### config.mk
export PLATFORM = sky130hd
export DESIGN_NAME = circ_addr_gen
export DESIGN_NICKNAME = d
export VERILOG_FILES = /design/src/rtl/circ_addr_pkg.sv /design/src/rtl/cam_mode_reg.sv /design/src/rtl/cam_mode_sel.sv /design/src/rtl/cam_wrap_calc.sv /design/src/rtl/circ_addr_gen.sv
export SDC_FILE = /design/constraint.sdc
export NUM_CORES = 1
export LEC_CHECK = 0
export BUFFER_PORTS_ARGS = -buffer_cell sky130_fd_sc_hd__buf_4
export CORE_MARGIN = 2
export CORE_UTILIZATION = 25
export CTS_BUF_LIST = sky130_fd_sc_hd__clkbuf_16
export CTS_CLUSTER_DIAMETER = 100
export DETAILED_ROUTE_END_ITERATION = 10
export HOLD_SLACK_MARGIN = 0.08
export RECOVER_POWER = 50
export SYNTH_ARGS = -nofsm -noshare
export SYNTH_HDL_FRONTEND = slang
export SYNTH_SLANG_ARGS = --single-unit
### constraint.sdc
create_clock -name clk -period 4.4 [get_ports clk]
set_input_delay 0.44 -clock clk [delete_from_list [all_inputs] [get_ports clk]]
set_output_delay 0.44 -clock clk [all_outputs]
set_load 0.1 [all_outputs]
### src/rtl/circ_addr_pkg.sv
package circ_addr_pkg;

    localparam int ADDR_W   = 32;
    localparam int NUM_PTR  = 8;
    localparam int MODE_W   = 2;
    localparam int SZ_W     = 5;
    localparam int PTR_W    = $clog2(NUM_PTR);
    localparam int MODES_W  = NUM_PTR * MODE_W;
    localparam int STATE_W  = MODES_W + 2 * SZ_W;

    typedef enum logic [MODE_W-1:0] {
        PM_LINEAR = 2'd0,
        PM_WRAP0  = 2'd1,
        PM_WRAP1  = 2'd2,
        PM_RSVD   = 2'd3
    } ptr_mode_e;

    typedef struct packed {
        logic [SZ_W-1:0]    size1;
        logic [SZ_W-1:0]    size0;
        logic [MODES_W-1:0] modes;
    } mode_word_t;

endpackage

### src/rtl/cam_mode_reg.sv
module cam_mode_reg
    import circ_addr_pkg::*;
#(
    parameter int DATA_W = ADDR_W
) (
    input  logic              clk,
    input  logic              rst_n,
    input  logic              wr_en,
    input  logic [DATA_W-1:0] wr_data,
    output mode_word_t        word_q,
    output logic [DATA_W-1:0] rd_data
);

    localparam int PAD_W = DATA_W - STATE_W;

    mode_word_t st_d, st_q;

    always_comb begin
        st_d = st_q;
        if (wr_en) begin
            st_d = mode_word_t'(wr_data[STATE_W-1:0]);
        end
    end

    always_ff @(posedge clk) begin
        if (!rst_n) begin
            st_q <= '0;
        end else begin
            st_q <= st_d;
        end
    end

    assign word_q  = st_q;
    assign rd_data = {{PAD_W{1'b0}}, st_q};


    wr_capture_chk: assert property (@(posedge clk) disable iff (!rst_n)
        wr_en |=> (st_q == mode_word_t'($past(wr_data[STATE_W-1:0]))));


    hold_val_chk: assert property (@(posedge clk) disable iff (!rst_n)
        !wr_en |=> $stable(st_q));

endmodule

### src/rtl/cam_mode_sel.sv
module cam_mode_sel
    import circ_addr_pkg::*;
(
    input  mode_word_t       word,
    input  logic [PTR_W-1:0] ptr_sel,
    output ptr_mode_e        mode,
    output logic [SZ_W-1:0]  size_n
);

    logic [MODE_W-1:0] mode_arr [NUM_PTR];

    for (genvar g = 0; g < NUM_PTR; g++) begin : g_field
        assign mode_arr[g] = word.modes[g*MODE_W +: MODE_W];
    end

    always_comb begin
        mode   = ptr_mode_e'(mode_arr[ptr_sel]);
        size_n = (mode == PM_WRAP1) ? word.size1 : word.size0;
    end

endmodule

### src/rtl/cam_wrap_calc.sv
module cam_wrap_calc
    import circ_addr_pkg::*;
(
    input  logic [ADDR_W-1:0] base,
    input  logic [ADDR_W-1:0] offset,
    input  ptr_mode_e         mode,
    input  logic [SZ_W-1:0]   size_n,
    output logic [ADDR_W-1:0] next_addr,
    output logic              rsvd_hit
);

    localparam int SH_W = SZ_W + 1;

    logic [ADDR_W-1:0] sum;
    logic [ADDR_W-1:0] low_mask;
    logic [ADDR_W-1:0] eff_mask;
    logic [SH_W-1:0]   shift_amt;
    logic              wrapping;

    always_comb begin
        sum       = base + offset;
        shift_amt = SH_W'(ADDR_W - 1) - {1'b0, size_n};
        low_mask  = {ADDR_W{1'b1}} >> shift_amt;
        wrapping  = (mode == PM_WRAP0) || (mode == PM_WRAP1);
        eff_mask  = wrapping ? low_mask : {ADDR_W{1'b1}};
        next_addr = (base & ~eff_mask) | (sum & eff_mask);
        rsvd_hit  = (mode == PM_RSVD);
    end

endmodule

### src/rtl/circ_addr_gen.sv
module circ_addr_gen
    import circ_addr_pkg::*;
(
    input  logic              clk,
    input  logic              rst_n,
    input  logic              cfg_wr_en,
    input  logic [31:0]       cfg_wr_data,
    output logic [31:0]       cfg_rd_data,
    input  logic [2:0]        upd_ptr_sel,
    input  logic [31:0]       upd_base,
    input  logic [31:0]       upd_offset,
    input  logic              upd_pre,
    output logic [31:0]       eff_addr,
    output logic [31:0]       wb_addr,
    output logic              mode_rsvd
);

    mode_word_t        word_q;
    ptr_mode_e         sel_mode;
    logic [SZ_W-1:0]   sel_n;

    cam_mode_reg #(.DATA_W(ADDR_W)) u_reg (
        .clk     (clk),
        .rst_n   (rst_n),
        .wr_en   (cfg_wr_en),
        .wr_data (cfg_wr_data),
        .word_q  (word_q),
        .rd_data (cfg_rd_data)
    );

    cam_mode_sel u_sel (
        .word    (word_q),
        .ptr_sel (upd_ptr_sel),
        .mode    (sel_mode),
        .size_n  (sel_n)
    );

    cam_wrap_calc u_calc (
        .base      (upd_base),
        .offset    (upd_offset),
        .mode      (sel_mode),
        .size_n    (sel_n),
        .next_addr (wb_addr),
        .rsvd_hit  (mode_rsvd)
    );

    assign eff_addr = upd_pre ? wb_addr : upd_base;


    pre_eff_chk: assert property (@(posedge clk) disable iff (!rst_n)
        upd_pre |-> (eff_addr == wb_addr));


    post_eff_chk: assert property (@(posedge clk) disable iff (!rst_n)
        !upd_pre |-> (eff_addr == upd_base));


    circ_upper_chk: assert property (@(posedge clk) disable iff (!rst_n)
        ((sel_mode == PM_WRAP0 || sel_mode == PM_WRAP1) && sel_n != 5'd31)
        |-> (((wb_addr ^ upd_base) >> (6'(sel_n) + 6'd1)) == 32'd0));


    rsvd_linear_chk: assert property (@(posedge clk) disable iff (!rst_n)
        mode_rsvd |-> (wb_addr == upd_base + upd_offset));


    rst_lin_chk: assert property (@(posedge clk) disable iff (!rst_n)
        $rose(rst_n) |-> (cfg_rd_data == 32'd0));

endmodule

# After elaboration in Yosys (flattened, before gate mapping)
# Index checks and enable logic that the tools add are counted.
totals:
  rom_bits: 0
  mem_bits_rw: 0
  wordCells: 22
  output_inout_bits: 97
  register_bits: 26
  latch_bits: 0
  mem_count: 0
op_classes:
  mux: 6
  n_eq_ne: 3
  multipliers: 0
  n_bitwise: 5
  n_shift: 1
  add_sub_neg: 2
  order_cmp: 1
  div_mod_pow: 0
  n_reduce_logical: 1
op_table:
  columns: ["op", "n"]
  rows:
  - ["AND 32 bit", 2]
  - ["2-to-1 mux 32 bit", 2]
  - ["adder 32 bit", 1]
  - ["NOT 32 bit", 1]
  - ["OR 32 bit", 1]
  - ["right shift 32 x 6 -> 32 bit, first input constant", 1]
  - ["binary-select mux 2 bit (select 3 bit)", 1]
  - ["subtractor 5 x 5 -> 6 bit, first input constant", 1]
  - ["2-to-1 mux 5 bit", 1]
  - ["== test 2 bit, second input constant", 2]
  - [">= comparator 4 bit, second input constant", 1]
  - ["2-to-1 mux 2 bit", 2]
  - ["NOT 3 -> 4 bit", 1]
  - ["== test 2 x 1 -> 1 bit, second input constant", 1]
  - ["logical OR 1 bit", 1]

# Depth between registers and ports, before layout
# Gate-level depths: netlist of run 1.
logic_depth:
  depth_word: 13
  ltp_mapped: 12
  mapped_depth_nobuf: 10

# Cells and area by module
# Synthesis of run 1 repeated with hierarchy kept, for this count alone.
unflattened:
  cells_unflattened: 492
  area_unflattened_um2: 4309.1
by_module_without_submodules:
  columns: ["mod", "seq_area_each_um2", "area_each_um2", "instances", "cells_each"]
  rows:
  - ["cam_wrap_calc", 0.0, 2321.0, 1, 328]
  - ["cam_mode_reg", 520.5, 1246.2, 1, 116]
  - ["circ_addr_gen", 0.0, 544.3, 1, 36]
  - ["cam_mode_sel", 0.0, 197.7, 1, 12]

# Worst setup path after synthesis of run 1
# No wires, ideal clock.
synth_timing:
  kind: "register -> output"
  from: "register u_reg.st_q (netlist bit u_reg.rd_data[15])"
  to: "output port eff_addr[9]"
  t_required_ns: 3.960
  arrival_time_ns: 5.552
  path_stages_with_launch: 10
  slack_ns: -1.592
  path_cell_list: "dfxtp_1 -> mux4_2 -> mux2_2 -> ha_1 -> clkbuf_1 -> or2_2 -> clkbuf_1 -> o21ai_0 -> o21ai_0 -> mux2_2"
synth_between:
  elab_chain_len: 12
  word_cells_on_any_way: 15
  cone_classes: "add/sub (1); eq/ne (2); shift (1); mux (6); bitwise (4); reduce/logical (1)"
synth_lines:
  columns: ["element", "line", "rtl"]
  rows:
  - ["from (decl)", "cam_mode_reg.sv:16", "mode_word_t st_d, st_q;"]
  - ["from (signal assigned)", "cam_mode_reg.sv:29", "st_q <= st_d;"]
  - ["binary-select mux 2 bit (select 3 bit) (*)", "cam_mode_sel.sv:17", "mode = ptr_mode_e'(mode_arr[ptr_sel]);"]
  - ["2-to-1 mux 2 bit (not written as such) (*) (2 in series)", "cam_mode_sel.sv:17", null]
  - ["== test 2 bit", "cam_mode_sel.sv:18, cam_wrap_calc.sv:24", null]
  - ["2-to-1 mux 5 bit", "cam_mode_sel.sv:18", "size_n = (mode == PM_WRAP1) ? word.size1 : word.size0;"]
  - ["subtractor 5 x 5 -> 6 bit", "cam_wrap_calc.sv:22", "shift_amt = SH_W'(ADDR_W - 1) - {1'b0, size_n};"]
  - ["right shift 32 x 6 -> 32 bit", "cam_wrap_calc.sv:23", "low_mask = {ADDR_W{1'b1}} >> shift_amt;"]
  - ["2-to-1 mux 32 bit (*)", "cam_wrap_calc.sv:25", "eff_mask = wrapping ? low_mask : {ADDR_W{1'b1}};"]
  - ["NOT 32 bit", "cam_wrap_calc.sv:26", "next_addr = (base & ~eff_mask) | (sum & eff_mask);"]
  - ["AND 32 bit", "cam_wrap_calc.sv:26", null]
  - ["OR 32 bit (*)", "cam_wrap_calc.sv:26", null]
  - ["via wb_addr[9]", "circ_addr_gen.sv:14", "output logic [31:0] wb_addr,"]
  - ["2-to-1 mux 32 bit (*)", "circ_addr_gen.sv:47", "assign eff_addr = upd_pre ? wb_addr : upd_base;"]
  - ["to (decl)", "circ_addr_gen.sv:13", "output logic [31:0] eff_addr,"]
# The timed path passes the listed nets; every way through them passes the cells marked *. The select of a mux whose other input is x is not followed.

# Worst setup path in the final report of run 1
layout_timing:
  from: "input port upd_ptr_sel[1]"
  to: "output port eff_addr[31]"
layout_between:
  elab_chain_len: 13
  word_cells_on_any_way: 16
  cone_classes: "add/sub (1); eq/ne (2); shift (1); mux (6); bitwise (5); reduce/logical (1)"
layout_lines:
  columns: ["element", "line", "rtl"]
  rows:
  - ["from (decl)", "circ_addr_gen.sv:9", "input logic [2:0] upd_ptr_sel,"]
  - ["NOT 3 -> 4 bit (not written as such) (*)", "cam_mode_sel.sv:17", null]
  - ["binary-select mux 2 bit (select 3 bit) (*)", "cam_mode_sel.sv:17", null]
  - ["2-to-1 mux 2 bit (not written as such) (*) (2 in series)", "cam_mode_sel.sv:17", null]
  - ["== test 2 bit", "cam_mode_sel.sv:18, cam_wrap_calc.sv:24", null]
  - ["2-to-1 mux 5 bit", "cam_mode_sel.sv:18", null]
  - ["subtractor 5 x 5 -> 6 bit", "cam_wrap_calc.sv:22", null]
  - ["right shift 32 x 6 -> 32 bit", "cam_wrap_calc.sv:23", null]
  - ["2-to-1 mux 32 bit (*)", "cam_wrap_calc.sv:25", null]
  - ["NOT 32 bit", "cam_wrap_calc.sv:26", null]
  - ["AND 32 bit", "cam_wrap_calc.sv:26", null]
  - ["OR 32 bit (*)", "cam_wrap_calc.sv:26", null]
  - ["2-to-1 mux 32 bit (*)", "circ_addr_gen.sv:47", null]
# Mark *: on every way between the ends. The rest lies on a longest branch, timed or not. The select of a mux whose other input is x is not followed.

==> results of run 1 <==
[synth_stat cells (2+ instances only)]
master,n
o211ai_1,7
xor2_1,11
a311oi_1,2
nand2b_1,4
a31o_2,2
o31ai_1,2
mux2i_1,33
nor2_1,46
nand3_1,9
xnor2_1,18
mux2_2,56
nor4_1,2
a311oi_2,2
mux4_2,4
ha_1,33
dfxtp_1,26
nand4_1,5
buf_4,6
buf_2,2
or2_2,3
clkbuf_1,17
a21o_1,10
buf_1,2
a21oi_1,63
nor3_1,5
o21ai_0,30
o21bai_1,9
and3_1,3
a31oi_1,5
nand2_1,55
nor2b_1,28
inv_1,9
and4_1,2
and2_1,2
[cells by family (layout without fill, tap and decap cells)]
family                     count (synthesis)  count (layout)  share of synthesized area, %
and+or+nand+nor                          166             166                         19.11
AOI/OAI and AO/OA                        141             141                         21.50
xor gates and xnor gates                  29              29                         6.227
other                                      1               6                       0.09194
buffers and inverters                     36             208                         3.926
muxes                                     93              93                         25.77
DFF                                       26              26                         12.76
adders and majority gates                 34              34                         10.61
[critical path, delay by kind of cell]
family / cells / cell delay [ns]
compound gates: 2 / 0.97
xor+xnor: 1 / 0.14
fa+ha+maj: 1 / 0.34
buf+inv: 3 / 0.65
mux: 3 / 1.04
simple gates: 1 / 0.09
[report_power, final]
part	total [mW]	switching, mW	internal (mW)	leakage, nW
clock network	0.205	0.0836	0.122	0.0385
logic	2.19	1.64	0.548	2.31
registers	0.265	0.0154	0.250	0.215
total	2.66	1.74	0.919	2.57
[worst paths after layout]
path | from | to | depth (start not counted)
setup / recovery | upd_ptr_sel[1] | eff_addr[31] | 11
hold / removal | cfg_wr_data[0] | u_reg.rd_data[0] | 3
setup reg to reg | u_reg.rd_data[24] | u_reg.rd_data[24] | 2
hold reg to reg | u_reg.rd_data[9] | u_reg.rd_data[9] | 2
[per-layer routing]
layer  GRT usage [%]  vias to the layer above  routed length, um
li1                -                     2263                  -
met1           21.93                     2035               6896
met2           27.89                      152               6950
met3           1.961                       18                698
met4           2.234                        2                176
met5               0                        -                 13
[metrics by stage]
step / power (mW) / setup TNS (ns) / cells / area (um2)
floorplan: 2.013 / -0.1303 / 531 / 4154
CTS: 2.683 / 0 / 919 / 5841
finish: 2.657 / 0 / 919 / 5727
global route: 2.762 / 0 / 919 / 5727
detailed placement: 2.471 / 0 / 915 / 5762
global placement: 2.469 / 0 / 915 / 5762
[cell type report]
class / count / share of cell area, %
Tap cell: 216 / 4.719
Timing Repair Buffer: 195 / 23.57
Clock inverter: 1 / 0.06555
Inverter: 9 / 0.5899
Sequential cell: 26 / 9.089
Clock buffer: 3 / 1.311
Multi-Input combinational cell: 469 / 60.65
[cells in the final DEF (no fill, tap or decap), drive strengths merged, types with 2 or more instances in the layout]
cell type	instances
nor4	2
nand3	9
or2	3
mux2i	33
mux4	4
nand2	55
nor2b	28
and4	2
and2	2
ha	33
nand2b	4
nor3	5
a211oi	2
a21o	10
o211ai	7
and3	3
nor2	46
a21oi	63
xor2	11
a31o	2
xnor2	18
buf	164
nand4	5
a21boi	3
clkbuf	34
conb	6
dfxtp	26
a31oi	5
o21ai	30
o21bai	9
inv	9
mux2	56
a311oi	4
o31ai	2
==> results.py, run 1 <==
metrics = {
    "run_status": {
        "outcome": "complete, but fails checks",
        "violations": "capacitance limit, slew limit",
    },
    "worst_setup_path": {
        "criticalPathCategory": "in2out",
        "crit_top_cell": "buf_4",
        "end_kind": "primary output",
        "r2r_setup_slack_ns": 3.63,
        "critPathRequiredTime_ns": 3.96,
        "cpPeakStageDelay_ns": 0.65,
        "worstPathCellList": "buf_4, mux4_2, mux2_2, ha_1, buf_4, o21ai_0, a31o_2, nand3_1, mux2i_1, xor2_2, buf_4",
        "cp_max_fo": 11,
        "cp.arrival_ns": 3.69,
        "cpMaxStageDelayCell": "o21ai_0",
        "start_kind": "primary input",
    },
    "synthesis": {
        "ys_ff_latch": 26,
        "syn_area_um2": 4079,
        "synth_cells": 526,
        "ys_warn_count": 0,
        "yosysTopAreaCellShare_pct": 15.46,
        "synth_top_flop_cell": "dfxtp_1",
        "yosysUniqueCellTypes": 47,
        "postSynthAreaPerCell_um2": 7.755,
        "yosys.area.top_type": "mux2_2",
        "ys_seq_area_share_pct": 12.76,
        "synth_edf_count": 0,
        "synthArstFlopShare_pct": 0,
        "ys_top_cells_by_area": "mux2_2 (15%), dfxtp_1 (13%), ha_1 (10%)",
    },
    "detailed_routing": {
        "drt_first_pass_iters": 4,
        "first_iter_violations": 198,
        "num_vias": 4470,
        "wl_mm": 14.74,
        "routedWlPerCell_um": 16.03,
        "via_per_inst": 4.864,
        "drc": 0,
        "ant_nets": 0,
    },
    "cells_and_area": {
        "fin_nets": 841,
        "largest_reg_flops": 26,
        "area_growth_pct": 40.40,
        "diodes": 0,
        "fillers": 1732,
        "utilization_pct": 35.92,
        "multi_input_comb_area_um2": 3473,
        "drive_above_1_share_pct": 35.14,
        "seq_area_um2": 520.5,
    },
    "sta": {
        "hold_slack_ns": 0.4358,
        "max_slew_margin_pct": -26.07,
        "setup_ws_ns": 0.2724,
        "worst_slew_pin_slew_ns": 1.891,
        "post-route-min-period_ns": 4.128,
        "fmax_mhz": 242.3,
        "finalMaxSlewViolations": 27,
        "rsz0062_at_grt": "false",
        "hold_viol_final": 0,
        "period_share_pct": 93.81,
        "setup_viol": 0,
        "fin_worst_skew_ns": 0,
    },
    "grt": {
        "grt_usage_pct": 16.10,
        "first_global_vias": 4347,
        "grt_max_degree": 27,
        "grt_pass1_wl_mm": 23.00,
        "antenna_found_initial": 1,
        "grt_overflow_total": 0,
    },
    "clocking": {
        "cts-hold-fix-buffers": 0,
        "cts_max_path_buffers": 2,
        "cts_made_buffers": 3,
        "clk_pin_slew_ns": 0.07,
        "cts_htree_levels": 1,
        "cts_tree": "yes",
        "clock_latency_ns": 0.26,
        "ctsResizeCount": 0,
        "cts_setup_buffers": 0,
        "cts.sinks": 26,
        "clock-root-buffer": "clkbuf_16",
    },
    "placed_design": {
        "io_buffers": 187,
        "dp_hpwl_mm": 12.37,
        "place_congestion": 0.8987,
        "place_ws_ns": 0.2711,
    },
    "floorplanning": {
        "die_y_um": 131.7,
        "initial_utilization_pct": 25.58,
        "fp.dieArea_um2": 17350,
        "core_um2": 15940,
        "rows": 46,
        "dieWidth_um": 131.7,
        "io_pins": 200,
    },
    "power_and_ir_drop": {
        "p_per_area_nw_per_um2": 464.0,
        "p_leak_nw": 2.567,
        "peakVddDrop_v": 0.0002770,
    },
    "run": {
        "max_cap_viol_count": 1,
    },
    "hold_path": {
        "hold_class": "in2reg",
    },
}
Power figures use the tool's default switching activity.
==> run 2, diff against run 1 <==
- CORE_ASPECT_RATIO: unset -> 0.8
- PLACE_DENSITY: unset -> 0.52
- SETUP_SLACK_MARGIN: unset -> 0.5
==> results.py, run 2 (same netlist as run 1, synthesis figures left out) <==
metrics = {
    "hold_path": {
        "hold_class": "in2reg",
        "worstHoldStart": "cfg_wr_data[4]",
        "whs_endpoint": "u_reg.rd_data[4]",
        "whs_path_depth": 3,
    },
    "sta": {
        "fin_worst_skew_ns": 0,
        "max_slew_margin_pct": -20.72,
        "hold_viol_final": 0,
        "fmax_mhz": 255.4,
        "period_share_pct": 88.98,
        "post-route-min-period_ns": 3.915,
        "rsz0062_at_grt": "true",
        "worst_slew_pin_slew_ns": 1.811,
        "finalMaxSlewViolations": 53,
        "setup_viol": 0,
        "tns_ns": 0,
    },
    "worst_setup_path": {
        "cp_max_fo": 18,
        "cp.arrival_ns": 3.48,
        "cpMaxStageDelayCell": "o21ai_0",
        "crit_top_cell": "buf_4",
        "r2r_start": "u_reg.rd_data[19]",
        "cpPeakStageDelay_ns": 0.53,
        "reg2reg_to": "u_reg.rd_data[19]",
        "start_kind": "primary input",
        "critPathRequiredTime_ns": 3.96,
        "r2r_setup_slack_ns": 3.58,
        "worstPathCellList": "buf_4, mux4_2, mux2_2, ha_4, o21ai_0, a31o_2, nand3_1, mux2i_1, xor2_4, buf_4",
        "worst-path-buf-inv": 2,
        "reg2regPathDepth": 2,
        "critPathTopFamily": "multiplexers",
        "end_kind": "primary output",
        "criticalPathCategory": "in2out",
    },
    "grt": {
        "grt_pass1_wl_mm": 23.83,
        "antenna_found_initial": 0,
        "grt_max_degree": 27,
        "first_global_vias": 4443,
        "grt_usage_pct": 16.74,
        "grt_overflow_total": 0,
    },
    "detailed_routing": {
        "drc": 0,
        "ant_nets": 0,
        "routedWlPerCell_um": 16.61,
        "drt_first_pass_iters": 4,
        "num_vias": 4473,
        "wl_mm": 15.23,
        "first_iter_violations": 181,
        "via_per_inst": 4.878,
    },
    "floorplanning": {
        "rows": 41,
        "die_y_um": 118.2,
        "core_um2": 15850,
        "initial_utilization_pct": 25.73,
        "dieWidth_um": 146.8,
        "io_pins": 200,
        "fp.dieArea_um2": 17360,
    },
    "power_and_ir_drop": {
        "pwr-share-seq_pct": 10.0,
        "peakVddDrop_v": 0.0002969,
        "power_switching_mw": 1.747,
        "p_leak_nw": 2.595,
        "swShare_pct": 65.09,
        "p_per_area_nw_per_um2": 461.8,
        "clkPwrFrac_pct": 7.5,
        "p_comb_share_pct": 82.6,
        "p_int_mw": 0.9369,
    },
    "cells_and_area": {
        "design_area_um2": 5811,
        "fillers": 1688,
        "area_growth_pct": 42.45,
        "layout_commonest_cell": "buf_4",
        "drive_above_1_share_pct": 38.03,
        "fin_nets": 841,
        "layout_common_cells": "buf_4 (166), a21oi_1 (63), nand2_1 (55)",
        "largest_reg_flops": 26,
        "diodes": 0,
    },
    "placed_design": {
        "dpl_cell_area_um2": 5827,
        "io_buffers": 187,
        "dp_hpwl_mm": 13.13,
        "place_congestion": 0.8996,
    },
    "run_status": {
        "violations": "capacitance limit, slew limit",
        "outcome": "complete, but fails checks",
    },
    "clocking": {
        "cts.sinks": 26,
        "clk_pin_slew_ns": 0.07,
        "cts-hold-fix-buffers": 0,
        "cts_made_buffers": 3,
        "cts_htree_levels": 1,
        "clock_latency_ns": 0.26,
        "cts_max_path_buffers": 2,
        "cts_tree": "yes",
        "clock-root-buffer": "clkbuf_16",
        "cts_setup_buffers": 0,
    },
    "run": {
        "max_cap_viol_count": 2,
    },
}
==> run 2: worst max-delay path by stage <==
| stage | from | to | slack [ns] | cells after the start |
|---|---|---|---|---|
| global placement | upd_ptr_sel[0] | eff_addr[9] | 0.30 | 11 |
| floorplan | u_reg.rd_data[15] | eff_addr[6] | 0.50 | 12 |
| finish | upd_ptr_sel[0] | eff_addr[31] | 0.48 | 10 |
| detailed placement | upd_ptr_sel[0] | eff_addr[9] | 0.28 | 11 |
| global route | u_reg.rd_data[7] | eff_addr[31] | 0.31 | 9 |
| CTS | u_reg.rd_data[6] | eff_addr[9] | 0.51 | 10 |
==> run 2: area by class of cell <==
class	count	area [um2]	share of cell area, %
clock buffers	3	75.07	1.292
inverters	9	33.78	0.5814
repair buffers	195	1355	23.32
flip-flops and latches	26	540.5	9.302
well taps	215	269.0	4.630
multi-input cells	469	3537	60.87
==> run 2: routing by layer <==
layer / GRT usage (%) / part of all wire [%] / vias to the layer above
met5: 0 / 0 / -
met4: 0.9102 / 0.25 / 0
met3: 1.699 / 4.3 / 6
met2: 27.02 / 44 / 127
met1: 25.06 / 51 / 2090
li1: - / - / 2250
==> run 2: worst reg2reg max path, stage by stage (launching register included) <==
cell and delay, ns:
dfxtp_1 0.47, mux2i_1 0.12, nor2b_1 0.17
==> run 2: what timing repair did <==
item,CTS,global route
setup endpoints to repair,34,15
resized for setup,2,5
cloned,0,0
endpoints found under the hold margin,0,0
==> run 2: power groups by stage <==
stage / Sequential [mW] / Combinational (mW) / Clock (mW)
final: 0.268 / 2.22 / 0.200
after global routing: 0.270 / 2.31 / 0.215
after CTS: 0.268 / 2.23 / 0.205
after detailed placement: 0.273 / 2.22 / 0
after global placement: 0.273 / 2.22 / 0
after floorplan: 0.370 / 1.66 / 0
==> run 2: metrics by stage <==
stage	worst slack (ns)	std cells	hold slack (ns)	total power [mW]	utilization, %
global route	0.3126	917	0.4451	2.799	36.66
floorplan	0.5004	531	0.5680	2.031	-
CTS	0.5120	917	0.4354	2.706	37.31
finish	0.4849	917	0.4341	2.683	36.66
global placement	0.2964	914	0.5085	2.489	36.76
detailed placement	0.2803	914	0.5105	2.495	36.76
==> run 3, diff against run 2 <==
- ABC_AREA: unset -> 1
- PLACE_DENSITY: 0.52 -> 0.5
- SLEW_MARGIN: unset -> 10
==> results.py, run 3 <==
metrics = {
    "sta": {
        "hold_viol_final": 0,
        "max_slew_margin_pct": 18.27,
        "setup_viol": 0,
        "fmax_mhz": 270.9,
        "tns_ns": 0,
        "finalMaxSlewViolations": 0,
        "hold_slack_ns": 0.4027,
        "rsz0062_at_grt": "true",
        "fin_worst_skew_ns": 0,
        "period_share_pct": 83.89,
        "post-route-min-period_ns": 3.691,
        "worst_slew_pin_slew_ns": 1.231,
    },
    "worst_setup_path": {
        "cpPeakStageDelay_ns": 0.36,
        "worstPathCellList": "buf_4, inv_1, nor2_1, o32ai_1, nor2_1, a31oi_1, ha_1, inv_2, nand2_2, nand2_4, nor2_8, inv_2, nor2_8, o21bai_2, inv_2, nand3_2, o21ai_2, o21ai_2, buf_6",
        "reg2regPathDepth": 2,
        "r2r_start": "u_reg.rd_data[23]",
        "criticalPathCategory": "in2out",
        "cp_max_fo": 9,
        "cpMaxStageDelayCell": "ha_1",
        "crit_top_cell": "inv_2",
        "cp.arrival_ns": 3.25,
        "worstSetupStartpoint": "upd_ptr_sel[0]",
        "critPathRequiredTime_ns": 3.96,
        "end_kind": "primary output",
        "start_kind": "primary input",
    },
    "clocking": {
        "cts_htree_levels": 1,
        "clock-root-buffer": "clkbuf_16",
        "clk_pin_slew_ns": 0.06,
        "cts_max_path_buffers": 2,
        "cts_made_buffers": 3,
        "cts.sinks": 26,
        "cts_tree": "yes",
        "clock_latency_ns": 0.25,
    },
    "synthesis": {
        "postSynthAreaPerCell_um2": 5.197,
        "yosys.area.top_type": "nand2_1",
        "ys_top_cells_by_area": "nand2_1 (25%), inv_1 (13%), dfxtp_1 (11%)",
        "ys_warn_count": 0,
        "syn_area_um2": 4797,
        "yosysTopAreaCellShare_pct": 25.20,
        "ys_ff_latch": 26,
        "ys_seq_area_share_pct": 10.85,
        "synth_top_flop_cell": "dfxtp_1",
        "synth_common_cells": "nand2_1 (322), inv_1 (161), nor2_1 (100)",
        "post-synth-top-count-cell": "nand2_1",
        "synthArstFlopShare_pct": 0,
        "yosysUniqueCellTypes": 44,
        "synth_cells": 923,
        "synth_edf_count": 0,
    },
    "cells_and_area": {
        "layout_commonest_cell": "nand2_1",
        "utilization_pct": 34.95,
        "fillers": 2237,
        "design_area_um2": 6613,
        "finalNonFillerCells": 1362,
        "largest_reg_flops": 26,
        "seq_area_um2": 540.5,
        "diodes": 0,
        "layout_common_cells": "nand2_1 (320), inv_1 (161), buf_4 (154)",
        "multi_input_comb_area_um2": 3685,
        "fin_nets": 1242,
        "area_growth_pct": 37.85,
        "drive_above_1_share_pct": 20.92,
    },
    "grt": {
        "grt_usage_pct": 17.64,
        "grt_max_degree": 38,
        "grt_pass1_wl_mm": 29.26,
        "antenna_found_initial": 0,
        "grt_overflow_total": 0,
        "first_global_vias": 5681,
    },
    "detailed_routing": {
        "routedWlPerCell_um": 13.48,
        "wl_mm": 18.36,
        "ant_nets": 0,
        "first_iter_violations": 293,
        "drt_first_pass_iters": 5,
        "num_vias": 5891,
        "via_per_inst": 4.325,
        "drc": 0,
    },
    "run": {
        "max_cap_viol_count": 0,
    },
    "run_status": {
        "outcome": "finished, final reports clean",
    },
    "power_and_ir_drop": {
        "peakVddDrop_v": 0.0002176,
        "p_leak_nw": 3.779,
        "p_per_area_nw_per_um2": 427.0,
    },
    "floorplanning": {
        "fp.dieArea_um2": 20320,
        "initial_utilization_pct": 25.36,
        "io_pins": 200,
        "core_um2": 18920,
        "rows": 45,
        "dieWidth_um": 158.9,
        "die_y_um": 127.9,
    },
    "hold_path": {
        "hold_class": "in2reg",
        "whs_path_depth": 3,
        "worstHoldStart": "cfg_wr_data[9]",
    },
    "placed_design": {
        "placedCellCount": 1355,
        "dpl_cell_area_um2": 6600,
        "dp_hpwl_mm": 15.78,
        "place_congestion": 0.8919,
        "io_buffers": 187,
    },
}
[run 3: cell types whose count changed in the layout (fill, tap and decap cells not counted), moves of 34 or more]
cell / before / now
nor2_1: 45 / 100
mux2_2: 53 / 0
a21oi_1: 63 / 29
inv_1: 9 / 161
nand2_1: 55 / 320
nand3_1: 9 / 75
[run 3: layout make-up]
class	instances	share of cell area, %
Inverter	170	9.650
Sequential cell	26	8.174
Clock buffer	3	1.135
Clock inverter	1	0.05676
Timing Repair Buffer	192	20.38
Multi-Input combinational cell	712	55.72
Tap cell	258	4.882
[run 3: final timing paths]
kind / endpoint / slack [ns]
max: eff_addr[11] / 0.71
min: u_reg.rd_data[9] / 0.40
max reg2reg: u_reg.rd_data[23] / 3.75
min reg2reg: u_reg.rd_data[16] / 0.48
[run 3: repair_timing]
action | CTS | global route
pin swaps | 0 | 2
buffers inserted | 0 | 3
hold buffers | 0 | 0
endpoints found under the setup margin | 1 | 50
resized for setup | 1 | 8
[run 3: cells by family (layout without fill, tap and decap cells)]
logic type | after synthesis | in the layout | synth area share, %
other cells | 1 | 6 | 0.07817
fa+ha+maj | 34 | 34 | 9.025
flops | 26 | 26 | 10.85
buf+inv | 190 | 366 | 15.49
xor+xnor | 11 | 11 | 2.008
compound gates | 113 | 113 | 13.85
simple gates | 547 | 547 | 48.49
mux | 1 | 1 | 0.2087
[run 3: power breakdown]
part | internal (mW) | leakage (nW) | switching (mW) | total (mW)
Clock | 0.121 | 0.0385 | 0.0775 | 0.199
Sequential | 0.254 | 0.221 | 0.0143 | 0.268
Combinational | 0.531 | 3.52 | 1.82 | 2.36
[run 3: per-layer routing]
| layer | track usage (%) | vias to the layer above | part of all wire (%) |
|---|---|---|---|
| met5 | 0 | - | 0 |
| met2 | 29.93 | 154 | 44 |
| met4 | 2.086 | 0 | 0.66 |
| met1 | 24.36 | 2526 | 49 |
| met3 | 2.815 | 8 | 6.3 |
| li1 | - | 3203 | - |
[run 3: per-stage QoR]
step	total power, mW	setup slack, ns
final	2.824	0.7090
after CTS	2.843	0.5371
after floorplan	2.120	0.4577
after global placement	2.635	0.5343
after detailed placement	2.637	0.4933
after global routing	2.979	0.3109
[run 3: critical path: cells and delay by family]
family | cells | cell delay [ns]
buf+inv | 6 | 0.85
simple gates | 7 | 0.76
fa+ha+maj | 1 | 0.36
compound gates | 5 | 0.84
